[config.mk]
export PLATFORM = sky130hd
export DESIGN_NAME = quad_layer_sequencer
export DESIGN_NICKNAME = d
export VERILOG_FILES = /design/src/rtl/qls_pkg.sv /design/src/rtl/qls_boundary_find.sv /design/src/rtl/qls_quad_expand.sv /design/src/rtl/quad_layer_sequencer.sv
export SDC_FILE = /design/constraint.sdc
export NUM_CORES = 1
export LEC_CHECK = 0
export ABC_AREA = 1
export BUFFER_PORTS_ARGS = -buffer_cell sky130_fd_sc_hd__buf_2
export CAP_MARGIN = 20
export CELL_PAD_IN_SITES_DETAIL_PLACEMENT = 1
export CELL_PAD_IN_SITES_GLOBAL_PLACEMENT = 2
export CORE_MARGIN = 10
export CORE_UTILIZATION = 27
export DETAILED_ROUTE_END_ITERATION = 12
export GPL_ROUTABILITY_DRIVEN = 0
export GPL_TIMING_DRIVEN = 0
export PLACE_DENSITY_LB_ADDON = 0.1
export SETUP_SLACK_MARGIN = 0.2
export SYNTH_ARGS = -nofsm -noshare
export SYNTH_HDL_FRONTEND = slang
export SYNTH_SLANG_ARGS = --single-unit
[constraint.sdc]
create_clock -name clk -period 6.6 [get_ports clk]
set_clock_uncertainty 0.1 [all_clocks]
set_input_delay 0.66 -clock clk [delete_from_list [all_inputs] [get_ports clk]]
set_output_delay 0.66 -clock clk [all_outputs]
set_load 0.01 [all_outputs]
[src/rtl/qls_pkg.sv]
package qls_pkg;
    localparam int QLS_LANES_PER_QUAD = 4;
    localparam int QLS_MAX_LANES      = 64;
    localparam int QLS_WORD_W         = 32;
endpackage

[src/rtl/qls_boundary_find.sv]
module qls_boundary_find #(
    parameter int QUADS  = 16,
    parameter int QIDX_W = 5
) (
    input  logic [QUADS-1:0]  coll,
    input  logic [QIDX_W-1:0] start,
    input  logic [QIDX_W-1:0] limit,
    output logic [QIDX_W-1:0] bound
);
    // Lowest set collision bit strictly above start and below limit; else limit.
    always_comb begin
        bound = limit;
        for (int i = QUADS - 1; i >= 0; i--) begin
            if (coll[i] && (QIDX_W'(i) > start) && (QIDX_W'(i) < limit)) begin
                bound = QIDX_W'(i);
            end
        end
    end
endmodule

[src/rtl/qls_quad_expand.sv]
module qls_quad_expand
    import qls_pkg::*;
#(
    parameter int QUADS  = 16,
    parameter int QIDX_W = 5,
    localparam int LANES = QUADS * QLS_LANES_PER_QUAD
) (
    input  logic [QIDX_W-1:0] lo,
    input  logic [QIDX_W-1:0] hi,
    output logic [LANES-1:0]  lanes
);
    // Quad q (lo <= q < hi) enables lanes 4q..4q+3.
    for (genvar q = 0; q < QUADS; q++) begin : g_quad
        assign lanes[q*QLS_LANES_PER_QUAD +: QLS_LANES_PER_QUAD] =
            {QLS_LANES_PER_QUAD{(QIDX_W'(q) >= lo) && (QIDX_W'(q) < hi)}};
    end
endmodule

[src/rtl/quad_layer_sequencer.sv]
module quad_layer_sequencer
    import qls_pkg::*;
#(
    parameter int LANES  = QLS_MAX_LANES,
    parameter int WORD_W = QLS_WORD_W,
    localparam int QUADS  = LANES / QLS_LANES_PER_QUAD,
    localparam int QIDX_W = $clog2(QUADS + 1)
) (
    input  logic              clk,
    input  logic              rst_n,
    input  logic              load_valid,
    input  logic [WORD_W-1:0] load_collision,
    input  logic              load_wide,
    input  logic [LANES-1:0]  load_exec,
    output logic              lane_valid,
    output logic [LANES-1:0]  lane_mask,
    output logic              lane_last,
    input  logic              layer_done
);
    typedef struct packed {
        logic              run;
        logic              wide;
        logic [QIDX_W-1:0] start;
        logic [QUADS-1:0]  coll;
        logic [LANES-1:0]  exec;
    } seq_state_t;

    seq_state_t st_d, st_q;

    logic [QIDX_W-1:0] limit_q, limit_in, bound;
    logic [LANES-1:0]  span_lanes, rest_lanes, layer_lanes, rest_active;
    logic [QUADS-1:0]  coll_in;
    logic [LANES-1:0]  exec_in;

    assign limit_q  = st_q.wide ? QIDX_W'(QUADS) : QIDX_W'(QUADS / 2);
    assign limit_in = load_wide ? QIDX_W'(QUADS) : QIDX_W'(QUADS / 2);

    qls_boundary_find #(.QUADS(QUADS), .QIDX_W(QIDX_W)) u_find (
        .coll  (st_q.coll),
        .start (st_q.start),
        .limit (limit_q),
        .bound (bound)
    );

    qls_quad_expand #(.QUADS(QUADS), .QIDX_W(QIDX_W)) u_span (
        .lo    (st_q.start),
        .hi    (bound),
        .lanes (span_lanes)
    );

    qls_quad_expand #(.QUADS(QUADS), .QIDX_W(QIDX_W)) u_rest (
        .lo    (bound),
        .hi    (limit_q),
        .lanes (rest_lanes)
    );

    assign layer_lanes = span_lanes & st_q.exec;
    assign rest_active = rest_lanes & st_q.exec;

    assign lane_valid = st_q.run && (layer_lanes != '0);
    assign lane_mask  = lane_valid ? layer_lanes : '0;
    assign lane_last  = lane_valid && (rest_active == '0);

    // Trim incoming words to the wave size.
    always_comb begin
        coll_in = '0;
        exec_in = '0;
        for (int q = 0; q < QUADS; q++) begin
            if (QIDX_W'(q) < limit_in) begin
                coll_in[q] = load_collision[q];
                exec_in[q*QLS_LANES_PER_QUAD +: QLS_LANES_PER_QUAD] =
                    load_exec[q*QLS_LANES_PER_QUAD +: QLS_LANES_PER_QUAD];
            end
        end
    end

    always_comb begin
        st_d = st_q;
        if (!st_q.run) begin
            if (load_valid) begin
                st_d.run   = 1'b1;
                st_d.wide  = load_wide;
                st_d.start = '0;
                st_d.coll  = coll_in;
                st_d.exec  = exec_in;
            end
        end else if ((layer_lanes == '0) || layer_done) begin
            if (rest_active == '0) begin
                st_d.run = 1'b0;
            end else begin
                st_d.start = bound;
            end
        end
    end

    always_ff @(posedge clk) begin
        if (!rst_n) begin
            st_q <= '0;
        end else begin
            st_q <= st_d;
        end
    end

    // Assertions
    assert_mask_hold_R7: assert property (@(posedge clk) disable iff (!rst_n)
        lane_valid && !layer_done |=> lane_valid && $stable(lane_mask) && $stable(lane_last));

    assert_nonempty_R6: assert property (@(posedge clk) disable iff (!rst_n)
        lane_valid |-> lane_mask != '0);

    assert_exec_subset_R5: assert property (@(posedge clk) disable iff (!rst_n)
        lane_valid |-> (lane_mask & ~st_q.exec) == '0);

    assert_narrow_upper_R4: assert property (@(posedge clk) disable iff (!rst_n)
        lane_valid && !st_q.wide |-> lane_mask[LANES-1:LANES/2] == '0);

    assert_final_idle_R8: assert property (@(posedge clk) disable iff (!rst_n)
        lane_valid && lane_last && layer_done |=> !lane_valid);

    assert_load_busy_R9: assert property (@(posedge clk) disable iff (!rst_n)
        st_q.run && load_valid |=> $stable(st_q.exec));
endmodule

==> run_results.csv <==
group,metric,value,unit
timing,fin_ws,2.00,ns
power_and_ir_drop,combPwrFrac,0.280,
clocking,cts_resized,0,
power_and_ir_drop,seq_power_share,0.364,
cells_and_area,largestRegisters,"st_q x86",
flow_run,cap_violations,0,
route,wl_per_cell,16.9,microns
worst_setup_path,endpoint_kind,"output port",
timing,setup_viol,0,
placement,post-place-ws,2.35,ns
timing,whs,0.366,ns
placement,port_buffers,148,
worst_setup_path,cp_cell_sequence,"nor2_2, nor2_1, nor2_1, nand3_2, nand3_1, nand2_1, nand2_1, nand2_1, nand2_2, nand2_1, nand2_1, nand2_1, nand3_1, nor2_1, nor2_1, nand2_1, nor2_2, nand3_2, nand2_4, buf_2, nor2_1, buf_2",
floorplanning,die_y,152,microns
timing,tightest_slew,0.747,ns
worst_setup_path,crit_path_frequent_cell,"nand2_1",
cells_and_area,fillCellCount,2279,
floorplanning,die_w,152,microns
worst_setup_path,setup.worst_path.class,"reg -> out",
outcome,outcome,"finished clean",
grt,grt_pass1_vias,5877,
timing,final-hold-violation-count,0,
clocking,hold_buffers,0,
cells_and_area,postLayoutCoreUtil,0.352,
worst_setup_path,cp.arrival,3.84,ns
route,drt_pass1_iterations,4,
synth,ys_ff_latch,86,
clocking,cts_root_buffer,"clkbuf_16",
timing,rsz0062_at_grt,"no",
synth,ys_seq_area_frac,0.364,
grt,grt_start_max_net_pins,15,
worst_setup_path,worst_path_largest_cell_delay,0.41,ns
worst_setup_path,critPathTopFamily,"simple AND/OR/NAND/NOR gates",
timing,fin_tns_setup,0,ns
clocking,tritoncts,"done",
power_and_ir_drop,clkPwrFrac,0.356,
placement,dp_cells,1129,
synth,ys_types,36,
route,drtIter0Drc,180,
floorplanning,coreArea,17200,sq um
cells_and_area,seq_area,1720,sq um
clocking,htreeDepth,3,
power_and_ir_drop,swShare,0.352,
cells_and_area,top_register,"st_q",
worst_setup_path,critPathMaxFanout,10,
placement,hpwl,15.7,mm
cells_and_area,final_common_cell,"nand2_1",
route,routed_wl,19.4,mm
floorplanning,die_area,23200,sq um
cells_and_area,stdcell_count,1145,
synth,syn_inst,756,
route,vias,5372,
synth,synth_area,4730,sq um
grt,grt-busiest-layer,"met2",
cells_and_area,drive_gt1_frac,0.229,
timing,min_period_over_period,0.697,
clocking,numCtsBuffers,9,
power_and_ir_drop,p_per_area,262,nW/um^2
worst_hold_path,min_path_type,"reg -> reg",
synth,syn_nets,857,
power_and_ir_drop,leakagePower,2.76,nW
cells_and_area,stdcell_area,6070,sq um
grt,grt_overflow_total,0,
worst_setup_path,slowest_stage,"dfxtp_1",
clocking,clk_pin_slew,0.07,ns
route,route.detailed.drc,0,
worst_setup_path,cp-startpoint,"st_q[81]$_SDFFE_PN0P_",
floorplanning,initial_core_util,0.274,
worst_setup_path,r2r-start,"st_q[81]$_SDFFE_PN0P_",
timing,slew_headroom,0.502,
clocking,clock_sinks,86,
power_and_ir_drop,switchingPower,0.560,mW
timing,fmax,217,MHz
power_and_ir_drop,intPower,1.03,mW
grt,grt_pass1_wl,30.8,mm
floorplanning,io_pins,167,
worst_hold_path,worstHoldStart,"st_q[68]$_SDFFE_PN0P_",
synth,yosysWarnings,0,
route,drtAntennaViolNets,0,
grt,gr-usage-met2,0.292,
timing,post-route-min-period,4.60,ns
cells_and_area,largest_register_ffs,86,
worst_setup_path,worst_ep_required_time,5.84,ns
cells_and_area,finalNetCount,1016,
power_and_ir_drop,finalPower,1.59,mW
power_and_ir_drop,worst_ir_drop_vdd,0.133,mV
cells_and_area,antenna_cells,0,
worst_setup_path,start_kind,"flip-flop",
worst_setup_path,cp.buffers_inverters,2,
clocking,postCtsSetupBuffers,0,
synth,avgSynthCellArea,6.25,sq um
grt,use_met1,0.193,
placement,placed_cell_area,5750,sq um
cells_and_area,area_delta_synth_final,28.5,%
route,vias_per_cell,4.69,
grt,use_met3,0.0313,
cells_and_area,mostFrequentLayoutCells,"nand2_1 (199), buf_2 (152), nor2_1 (150)",
timing,drv_slew,0,
grt,grt.total_usage,0.164,
grt,antenna_found_initial,0,
floorplanning,row_count,48,
clocking,clockBufferDepth,2,
clocking,clk_latency,0.35,ns
cells_and_area,multi_input_area,2580,sq um
[cell usage after synthesis (all sizes together)]
cell	instances	area share
nor4	8	0.011
or4	1	0.0016
buf	9	0.014
clkbuf	26	0.021
nor3b	2	0.0032
dfxtp	86	0.36
a31oi	3	0.0040
nand3	39	0.048
nand2	211	0.18
o211ai	1	0.0016
or2	1	0.0013
nor3	19	0.020
nand4	13	0.017
inv	65	0.052
clkinv	2	0.0026
a21oi	63	0.068
o21ai	43	0.046
nor2	159	0.14
nand3b	3	0.0048
or3	1	0.0013
o211a	1	0.0021
[power by group through the flow]
stage	logic (mW)	registers [mW]	clock network, mW
3_3_place_gp	0.443	0.590	0
4_1_cts	0.453	0.580	0.579
2_1_floorplan	0.298	0.583	0
3_5_place_dp	0.451	0.592	0
6_report	0.446	0.580	0.567
5_1_grt	0.507	0.585	0.595
[worst min-delay path, cell delays in order (launching register included)]
cell and delay (ns):
dfxtp_1 0.30, inv_1 0.06, a21oi_1 0.06
[final timing paths]
path	to	slack (ns)	cells past startpoint
setup / recovery	lane_mask[6]	2.00	22
hold / removal	st_q[68]$_SDFFE_PN0P_	0.37	2
setup reg to reg	st_q[83]$_SDFFE_PN0P_	3.23	24
hold reg to reg	st_q[68]$_SDFFE_PN0P_	0.37	2
[metal layers]
layer / vias to the layer above / routed length (microns)
met5: - / 0
li1: 2732 / -
met3: 14 / 782
met1: 2513 / 8690
met2: 113 / 9670
met4: 0 / 223
[cells by family (layout without fill, tap and decap cells)]
family / Yosys count / count (layout) / synth area share
compound gates: 111 / 111 / 0.122
buf+inv: 102 / 266 / 0.0892
flops: 86 / 86 / 0.364
simple gates: 457 / 457 / 0.424
[layout make-up]
type                       count  area share
clock buffer                  11      0.0400
buffer                        35      0.0268
sequential                    86       0.283
clock inverter                 5      0.0136
inverter                      67      0.0426
multi-input combinational    568       0.425
timing repair buffer         148       0.122
tap                          225      0.0463
(Power assumes the default switching activity.)
